$ cat src/rtl/stamp_pkg.sv
package stamp_pkg;
  localparam int CFG_W    = 32;
  localparam int CFG_SH_W = 5;

  typedef struct packed {
    logic [CFG_SH_W-1:0] xlat_sh;
    logic [CFG_SH_W-1:0] tag_sh;
    logic                log_sel;
    logic [CFG_SH_W-1:0] log_sh;
  } cfg_t;

  // Pull the live fields out of a configuration word; other bits are dropped.
  function automatic cfg_t cfg_decode(input logic [CFG_W-1:0] w);
    cfg_t c;
    c.log_sh  = w[4:0];
    c.log_sel = w[7];
    c.tag_sh  = w[12:8];
    c.xlat_sh = w[20:16];
    return c;
  endfunction
endpackage

$ cat src/rtl/base_ctr.sv
module base_ctr #(
  parameter int W = 56
) (
  input  logic         clk,
  input  logic         rst_n,
  input  logic         inc,
  output logic [W-1:0] cnt
);
  always_ff @(posedge clk) begin
    if (!rst_n)   cnt <= '0;
    else if (inc) cnt <= cnt + W'(1);
  end
endmodule

$ cat src/rtl/ms_tick_ctr.sv
module ms_tick_ctr #(
  parameter int DIV  = 19200,
  parameter int CW   = 32,
  localparam int PW  = $clog2(DIV)
) (
  input  logic          clk,
  input  logic          rst_n,
  input  logic          tick,
  output logic [PW-1:0] pre_q,
  output logic          wrap,
  output logic [CW-1:0] ms_q
);
  localparam logic [PW-1:0] LAST = PW'(DIV - 1);

  assign wrap = tick && (pre_q == LAST);

  always_ff @(posedge clk) begin
    if (!rst_n) begin
      pre_q <= '0;
      ms_q  <= '0;
    end else if (wrap) begin
      pre_q <= '0;
      ms_q  <= ms_q + CW'(1);
    end else if (tick) begin
      pre_q <= pre_q + PW'(1);
    end
  end
endmodule

$ cat src/rtl/stamp_shift.sv
module stamp_shift #(
  parameter int IW = 56,
  parameter int OW = 32,
  parameter int SW = 5
) (
  input  logic [IW-1:0] base,
  input  logic [SW-1:0] shamt,
  output logic [OW-1:0] stamp
);
  localparam int MW = (IW > OW) ? IW : OW;

  function automatic logic [OW-1:0] coarse(input logic [IW-1:0] v,
                                           input logic [SW-1:0] s);
    logic [MW-1:0] t;
    t = MW'(v) >> s;
    return t[OW-1:0];
  endfunction

  assign stamp = coarse(base, shamt);
endmodule

$ cat src/rtl/coarse_stamp_gen.sv
module coarse_stamp_gen
  import stamp_pkg::*;
#(
  parameter int BASE_W  = 56,
  parameter int STAMP_W = 32,
  parameter int MS_DIV  = 19200,
  parameter int MS_W    = 32
) (
  input  logic               clk,
  input  logic               rst_n,
  input  logic               tick_en,
  input  logic               cfg_we,
  input  logic [CFG_W-1:0]   cfg_wdata,
  output logic [STAMP_W-1:0] log_stamp,
  output logic [STAMP_W-1:0] tag_stamp,
  output logic [STAMP_W-1:0] xlat_stamp
);
  localparam int LANES = 3;
  localparam int PW    = $clog2(MS_DIV);

  cfg_t                cfg_q;
  logic [BASE_W-1:0]   base_q;
  logic [MS_W-1:0]     ms_q;
  logic [PW-1:0]       pre_q;
  logic                pre_wrap;
  logic [CFG_SH_W-1:0] lane_sh [LANES];
  logic [STAMP_W-1:0]  lane_st [LANES];

  always_ff @(posedge clk) begin
    if (!rst_n)      cfg_q <= '0;
    else if (cfg_we) cfg_q <= cfg_decode(cfg_wdata);
  end

  base_ctr #(.W(BASE_W)) u_base (
    .clk   (clk),
    .rst_n (rst_n),
    .inc   (tick_en),
    .cnt   (base_q)
  );

  ms_tick_ctr #(.DIV(MS_DIV), .CW(MS_W)) u_ms (
    .clk   (clk),
    .rst_n (rst_n),
    .tick  (tick_en),
    .pre_q (pre_q),
    .wrap  (pre_wrap),
    .ms_q  (ms_q)
  );

  assign lane_sh[0] = cfg_q.log_sh;
  assign lane_sh[1] = cfg_q.tag_sh;
  assign lane_sh[2] = cfg_q.xlat_sh;

  for (genvar g = 0; g < LANES; g++) begin : g_lane
    stamp_shift #(.IW(BASE_W), .OW(STAMP_W), .SW(CFG_SH_W)) u_sh (
      .base  (base_q),
      .shamt (lane_sh[g]),
      .stamp (lane_st[g])
    );
  end

  assign log_stamp  = cfg_q.log_sel ? lane_st[0] : STAMP_W'(ms_q);
  assign tag_stamp  = lane_st[1];
  assign xlat_stamp = lane_st[2];
endmodule

$ cat config.mk
export PLATFORM = sky130hd
export DESIGN_NAME = coarse_stamp_gen
export DESIGN_NICKNAME = d
export VERILOG_FILES = /design/src/rtl/stamp_pkg.sv /design/src/rtl/base_ctr.sv /design/src/rtl/ms_tick_ctr.sv /design/src/rtl/stamp_shift.sv /design/src/rtl/coarse_stamp_gen.sv
export SDC_FILE = /design/constraint.sdc
export NUM_CORES = 1
export LEC_CHECK = 0
export BUFFER_PORTS_ARGS = -buffer_cell sky130_fd_sc_hd__buf_2
export CAP_MARGIN = 40
export CORE_ASPECT_RATIO = 1.1
export CORE_MARGIN = 10
export CORE_UTILIZATION = 65
export CTS_CLUSTER_SIZE = 10
export DETAILED_ROUTE_END_ITERATION = 12
export GPL_TIMING_DRIVEN = 0
export PLACE_DENSITY = 0.86
export SYNTH_ARGS = -nofsm -noshare
export SYNTH_HDL_FRONTEND = slang
export SYNTH_SLANG_ARGS = --single-unit
export TNS_END_PERCENT = 100
$ cat constraint.sdc
create_clock -name clk -period 4 [get_ports clk]
set_clock_uncertainty 0.15 [all_clocks]
set_input_delay 0.2 -clock clk [delete_from_list [all_inputs] [get_ports clk]]
set_output_delay 0.2 -clock clk [all_outputs]
set_load 0.05 [all_outputs]
==> After elaboration in Yosys (flattened, before gate mapping) <==
Cells that the tools add are included.
W data, S select, Z words.
{ "classes": {"n_addsub": 3, "n_eq_ne": 1, "n_shift": 3, "muxes": 1, "n_bitwise": 1, "n_reduce_logical": 2} }
{ "op_table": {"columns": ["cell", "n"], "rows": [
  ["$shr A56 B5 Y32", 3],
  ["$add A56 B1 Y56 const B", 1],
  ["$add A32 B1 Y32 const B", 1],
  ["$mux W32", 1],
  ["$add A15 B1 Y15 const B", 1],
  ["$eq A15 B15 Y1 const B", 1],
  ["$reduce_or A2 Y1", 1],
  ["$logic_and A1 B1 Y1", 1],
  ["$not A1 Y1", 1]
]} }
{ "totals": {"ff_bits": 119, "inputBits": 36, "out_inout_bits": 96, "word_cells": 18} }

==> Longest topological paths before layout <==
{ "logic_depth": {"depth_word": 3, "mapped_depth": 8, "mapped_depth_nobuf": 6} }

==> Hierarchy <==
A second synthesis with hierarchy kept.
{ "hier_totals": {"hier_cells": 1940, "area_unflattened_um2": 16955.0} }
{ "by_module_without_submodules": {"columns": ["module", "n_inst", "cells_each", "area_per_inst_um2", "seq_area_each_um2"], "rows": [
  ["stamp_shift", 3, 423, 3598.5, 0.0],
  ["base_ctr", 1, 323, 2751.4, 1121.1],
  ["ms_tick_ctr", 1, 261, 2253.4, 940.9],
  ["coarse_stamp_gen", 1, 87, 1154.9, 320.3]
]} }

==> Least setup slack after synthesis <==
OpenSTA, ideal clock, no wires.
{ "synth_timing": {"kind": "reg2out", "startpoint": "register cfg_q[7] in the netlist's numbering", "endpoint": "output port tag_stamp[21]", "t_arrival_ns": 2.672, "required_ns": 3.650, "setup_slack_ns": 0.978, "stages_incl_launch_ff": 9, "path_buffers": 3, "path_cell_list": "dfxtp_1 clkbuf_1 buf_2 buf_1 mux4_2 mux2i_1 nand2_1 o21ai_0 o21ai_0"} }
{ "synth_via": {"elab_chain_cells": 1} }
{ "synth_lines": {"columns": ["element", "line", "source"], "rows": [
  ["start, declared", "coarse_stamp_gen.sv:21", "cfg_t cfg_q;"],
  ["start signal, assigned", "coarse_stamp_gen.sv:31", "else if (cfg_we) cfg_q <= cfg_decode(cfg_wdata);"],
  ["$shr A56 B5 Y32", "stamp_shift.sv:15", "t = MW'(v) >> s;"],
  ["end, declared", "coarse_stamp_gen.sv:15", "output logic [STAMP_W-1:0] tag_stamp,"]
]} }
Every way passes these cells.

==> Worst setup path in the final report <==
{ "layout_timing": {"startpoint": "register cfg_q[0] in the netlist's numbering", "endpoint": "output port log_stamp[6]"} }
{ "layout_via": {"elab_chain_cells": 2} }
{ "layout_lines": {"columns": ["element", "line", "source"], "rows": [
  ["$shr A56 B5 Y32", "stamp_shift.sv:15", null],
  ["$mux W32", "coarse_stamp_gen.sv:62", "assign log_stamp = cfg_q.log_sel ? lane_st[0] : STAMP_W'(ms_q);"],
  ["end, declared", "coarse_stamp_gen.sv:14", "output logic [STAMP_W-1:0] log_stamp,"]
]} }
Every way passes these cells.

==> summary.md <==
| Metric | Value |
|---|---|
| Worst-path cell chain | clkinvlp_4 > buf_1 > clkbuf_1 > mux2i_1 > nand2_1 > o21ai_0 > o221ai_1 > buf_2 |
| GRT Total Usage | 0.385 |
| Max Buffers Root-to-Sink | 2 |
| First-pass GRT wire length | 86.1 mm |
| # port buffers | 113 |
| CP endpoint | log_stamp[6] |
| Core area | ~21000 um^2 |
| VDD IR max | around 0.00031 V |
| Yosys reg bits | 119 |
| Share of cells above drive strength 1 | 0.221 |
| CP max stage delay | 690 ps |
| Number of synthesized flops with an enable pin | 0 |
| Final Max Tran Viols | 0 |
| Critical path class | reg2out |
| Arrival time worst endpoint | ~3500 ps |
| DR WL/cell | ~27 um |
| Via Count | 15202 |
| Starting density of the core | 0.662 |
| Final setup TNS | 0 ps |
| Final period util | 0.957 |
| DIE WIDTH | approximately 160 um |
| Detailed Routing Iterations Pass 1 | 8 |
| Largest net degree at the start of global routing | 17 |
| Final #Nets | 1825 |
| DP Wirelength | 42.6 mm |
| Routability congestion estimate | approximately 1.1 |
| Most frequent cells in the layout | nand2_1 (206), mux2i_1 (184), mux4_2 (154), clkbuf_1 (142), buf_2 (140) |
| Dominant cell type by area after synthesis | mux4_2 |
| Syn Nets | 1676 |
| Final setup violating endpoints | 0 |
| CP Launch Point | cfg_q[0] |
| CP bufs+invs | 4 |
| Clk_lat worst skew | roughly 440 ps |
| Initial antenna violation count | 0 |
| Final Hold Viols | 0 |
| Worst setup SP type | register |
| Max-Cap Viols | 0 |
| Normalized max-slew margin | 0.334 |
| Detailed Route Iter0 Violations | roughly 2200 |
| R2R Path Start | u_base.cnt[1] |
| Gate Count Post-Synth | ~1600 |
| Switch share | 0.346 |
| Vias in the first global route | 14963 |
| Post-layout power | roughly 0.0038 W |
| Clk slew on worst S/H paths | roughly 70 ps |
| Worst setup EP type | output port |
| Post-synth top area share | 0.244 |
| Synth unique cells | 65 |
| Detail Route Antenna Nets | 0 |
| Required time of the critical path | approximately 3700 ps |
| Clock root buffer | clkbuf_16 |
| Family with the most delay on the worst path | buffers and inverters |
| RR Endpoint | u_base.cnt[52] |
| CP max stage cell | dfxtp_1 |
| Fin crit period | roughly 3800 ps |
| Main synth FF type | dfxtp_1 |
| Seq/Total Area, Yosys | 0.168 |
| Mean post-synth cell area | 8.67 um^2 |
| DR vias/cell | just over 7 |
| Die Ht | between 150 and 200 um |
| CTS Buf Count | 17 |
| CTS H-tree lvls | 4 |
| CP Depth | 8 |
| Power Density | 237 nW/um^2 |
| Comb pwr share | 0.216 |
| Setup Buffers After CTS | 0 |
| Psw | around 0.0013 W |
| Diodes inserted | 0 |
| DR DRC count | 0 |
| Die ar. | 28200 um^2 |
| Top cells by area, synth | mux4_2 (24%), dfxtp_1 (17%), mux2i_1 (13%), nand2_1 (5.4%), mux2_2 (4.0%) |
| Number of fill cells | around 1600 |
| CTS tree | built |
| Power share of the clock group | 0.462 |
| Synth async-reset ratio | 0 |
| Worst-path fanout max | 10 |
| Reg power frac | 0.323 |
| Static leakage | ~5.7 nW |
| HP Class | in2reg |
| Most common cell after layout, fill and taps aside | nand2_1 |
| Cell Area, Synth | between 10000 and 15000 um^2 |
| Result of the run | finished, final reports clean |
| Total I/O pin count | 132 |
| Max Clk Rate | between 200 and 300 MHz |
| Cell row count | 56 |
| Clock Sinks | 119 |
| RSZ-0062 raised after global routing | no |
| Area Growth Syn to Fin | 12.3% |
| Internal Pwr Total | 0.00247 W |
| Slew @ Worst Pin | 1000 ps |
| Setup slack, reg-to-reg | between 800 and 900 ps |
| GRT overflow | 0 |
| Routed wire length | around 56 mm |
| Yosys Warn Count | 0 |
| Worst r2r path cells | 7 |
[worst min path at each step]
stage,start,end,cells after the start
detailed placement,cfg_wdata[4],cfg_q[4],3
finish,tick_en,u_ms.pre_q[0],4
global route,tick_en,u_ms.pre_q[0],4
global placement,cfg_wdata[1],cfg_q[1],3
floorplan,cfg_wdata[0],cfg_q[0],2
CTS,tick_en,u_base.cnt[0],4
[metrics by stage]
step	cells	setup slack (ps)	hold WS, ps	instance area (um^2)	utilization
after CTS	2091	77.8	125	15900	0.743
after floorplan	1637	978	197	14200	-
final	2089	172	125	15900	0.743
after global routing	2089	80.6	174	15900	0.743
after global placement	2040	503	283	15100	0.705
after detailed placement	2043	537	291	15200	0.707
[cell families (layout without fill, tap and decap cells)]
logic type | after synthesis | after routing | synth area share
adders and majority gates | 3 | 3 | 0.00264
muxes | 392 | 392 | 0.420
buffers and inverters | 237 | 399 | 0.0653
AOI/OAI and AO/OA | 280 | 280 | 0.124
DFF | 119 | 119 | 0.168
xor gates and xnor gates | 44 | 44 | 0.0271
and+or+nand+nor | 562 | 562 | 0.193
[repair_timing]
action,CTS,global route
hold buffers,16,0
hold endpoints to repair,16,0
endpoints found under the setup margin,0,11
gates resized for setup,0,3
[cell type report]
type                            count  area, um^2  share of cell area
Timing Repair Buffer              132         754              0.0473
Clock buffer                       17         425              0.0267
Sequential cell                   119        2380               0.149
Inverter                           39         150             0.00942
Tap cell                          290         363              0.0228
Clock inverter                     15         199              0.0125
Buffer                            196         774              0.0486
Multi-Input combinational cell   1281       10900               0.683
[power by group through the flow]
stage / registers, W / logic, W / clock network [W]
after floorplan: 0.00123 / 0.000589 / 0
after global placement: 0.00124 / 0.000776 / 0
after detailed placement: 0.00124 / 0.000786 / 0
after CTS: 0.00121 / 0.000800 / 0.00171
after global routing: 0.00122 / 0.000856 / 0.00176
final: 0.00122 / 0.000814 / 0.00174
[sequential cells by signal, summed over array words and instances (netlist names)]
name,count
cfg_q,16
u_base.cnt,56
u_ms.ms_q,32
u_ms.pre_q,15
[tightest hold or removal path, delay by kind of cell]
kind	cells	cell delay [ps]
buffers and inverters	2	300
xor gates and xnor gates	1	100
and+or+nand+nor	1	70
[Yosys cell counts (7+ instances only)]
cell type    n
nand3_1     47
nor3_1       8
nor2b_1      7
buf_1       25
inv_1       36
mux2_2      51
o31ai_1     25
o221ai_1    33
xnor2_1     27
mux2i_1    184
buf_2       27
xor2_1      17
and4_1      13
or3_1       17
o21ai_0     75
nand4_1     26
dfxtp_1    119
nor4_1      16
o22ai_1     16
nand2_1    206
or4_1       22
and3_1      12
nor2_1     125
a21oi_1     82
and2_1      11
mux4_2     154
nand2b_1    31
clkbuf_1   145
o211ai_1    14
[per-layer routing]
layer  GRT usage  vias up  routed length, um
li1            -     6461                  -
met1       0.442     6998              18800
met2       0.608     1400              24900
met3      0.0990      343               7170
met4       0.292        0               5080
met5           0        -                  0
(Power assumes the default switching activity.)
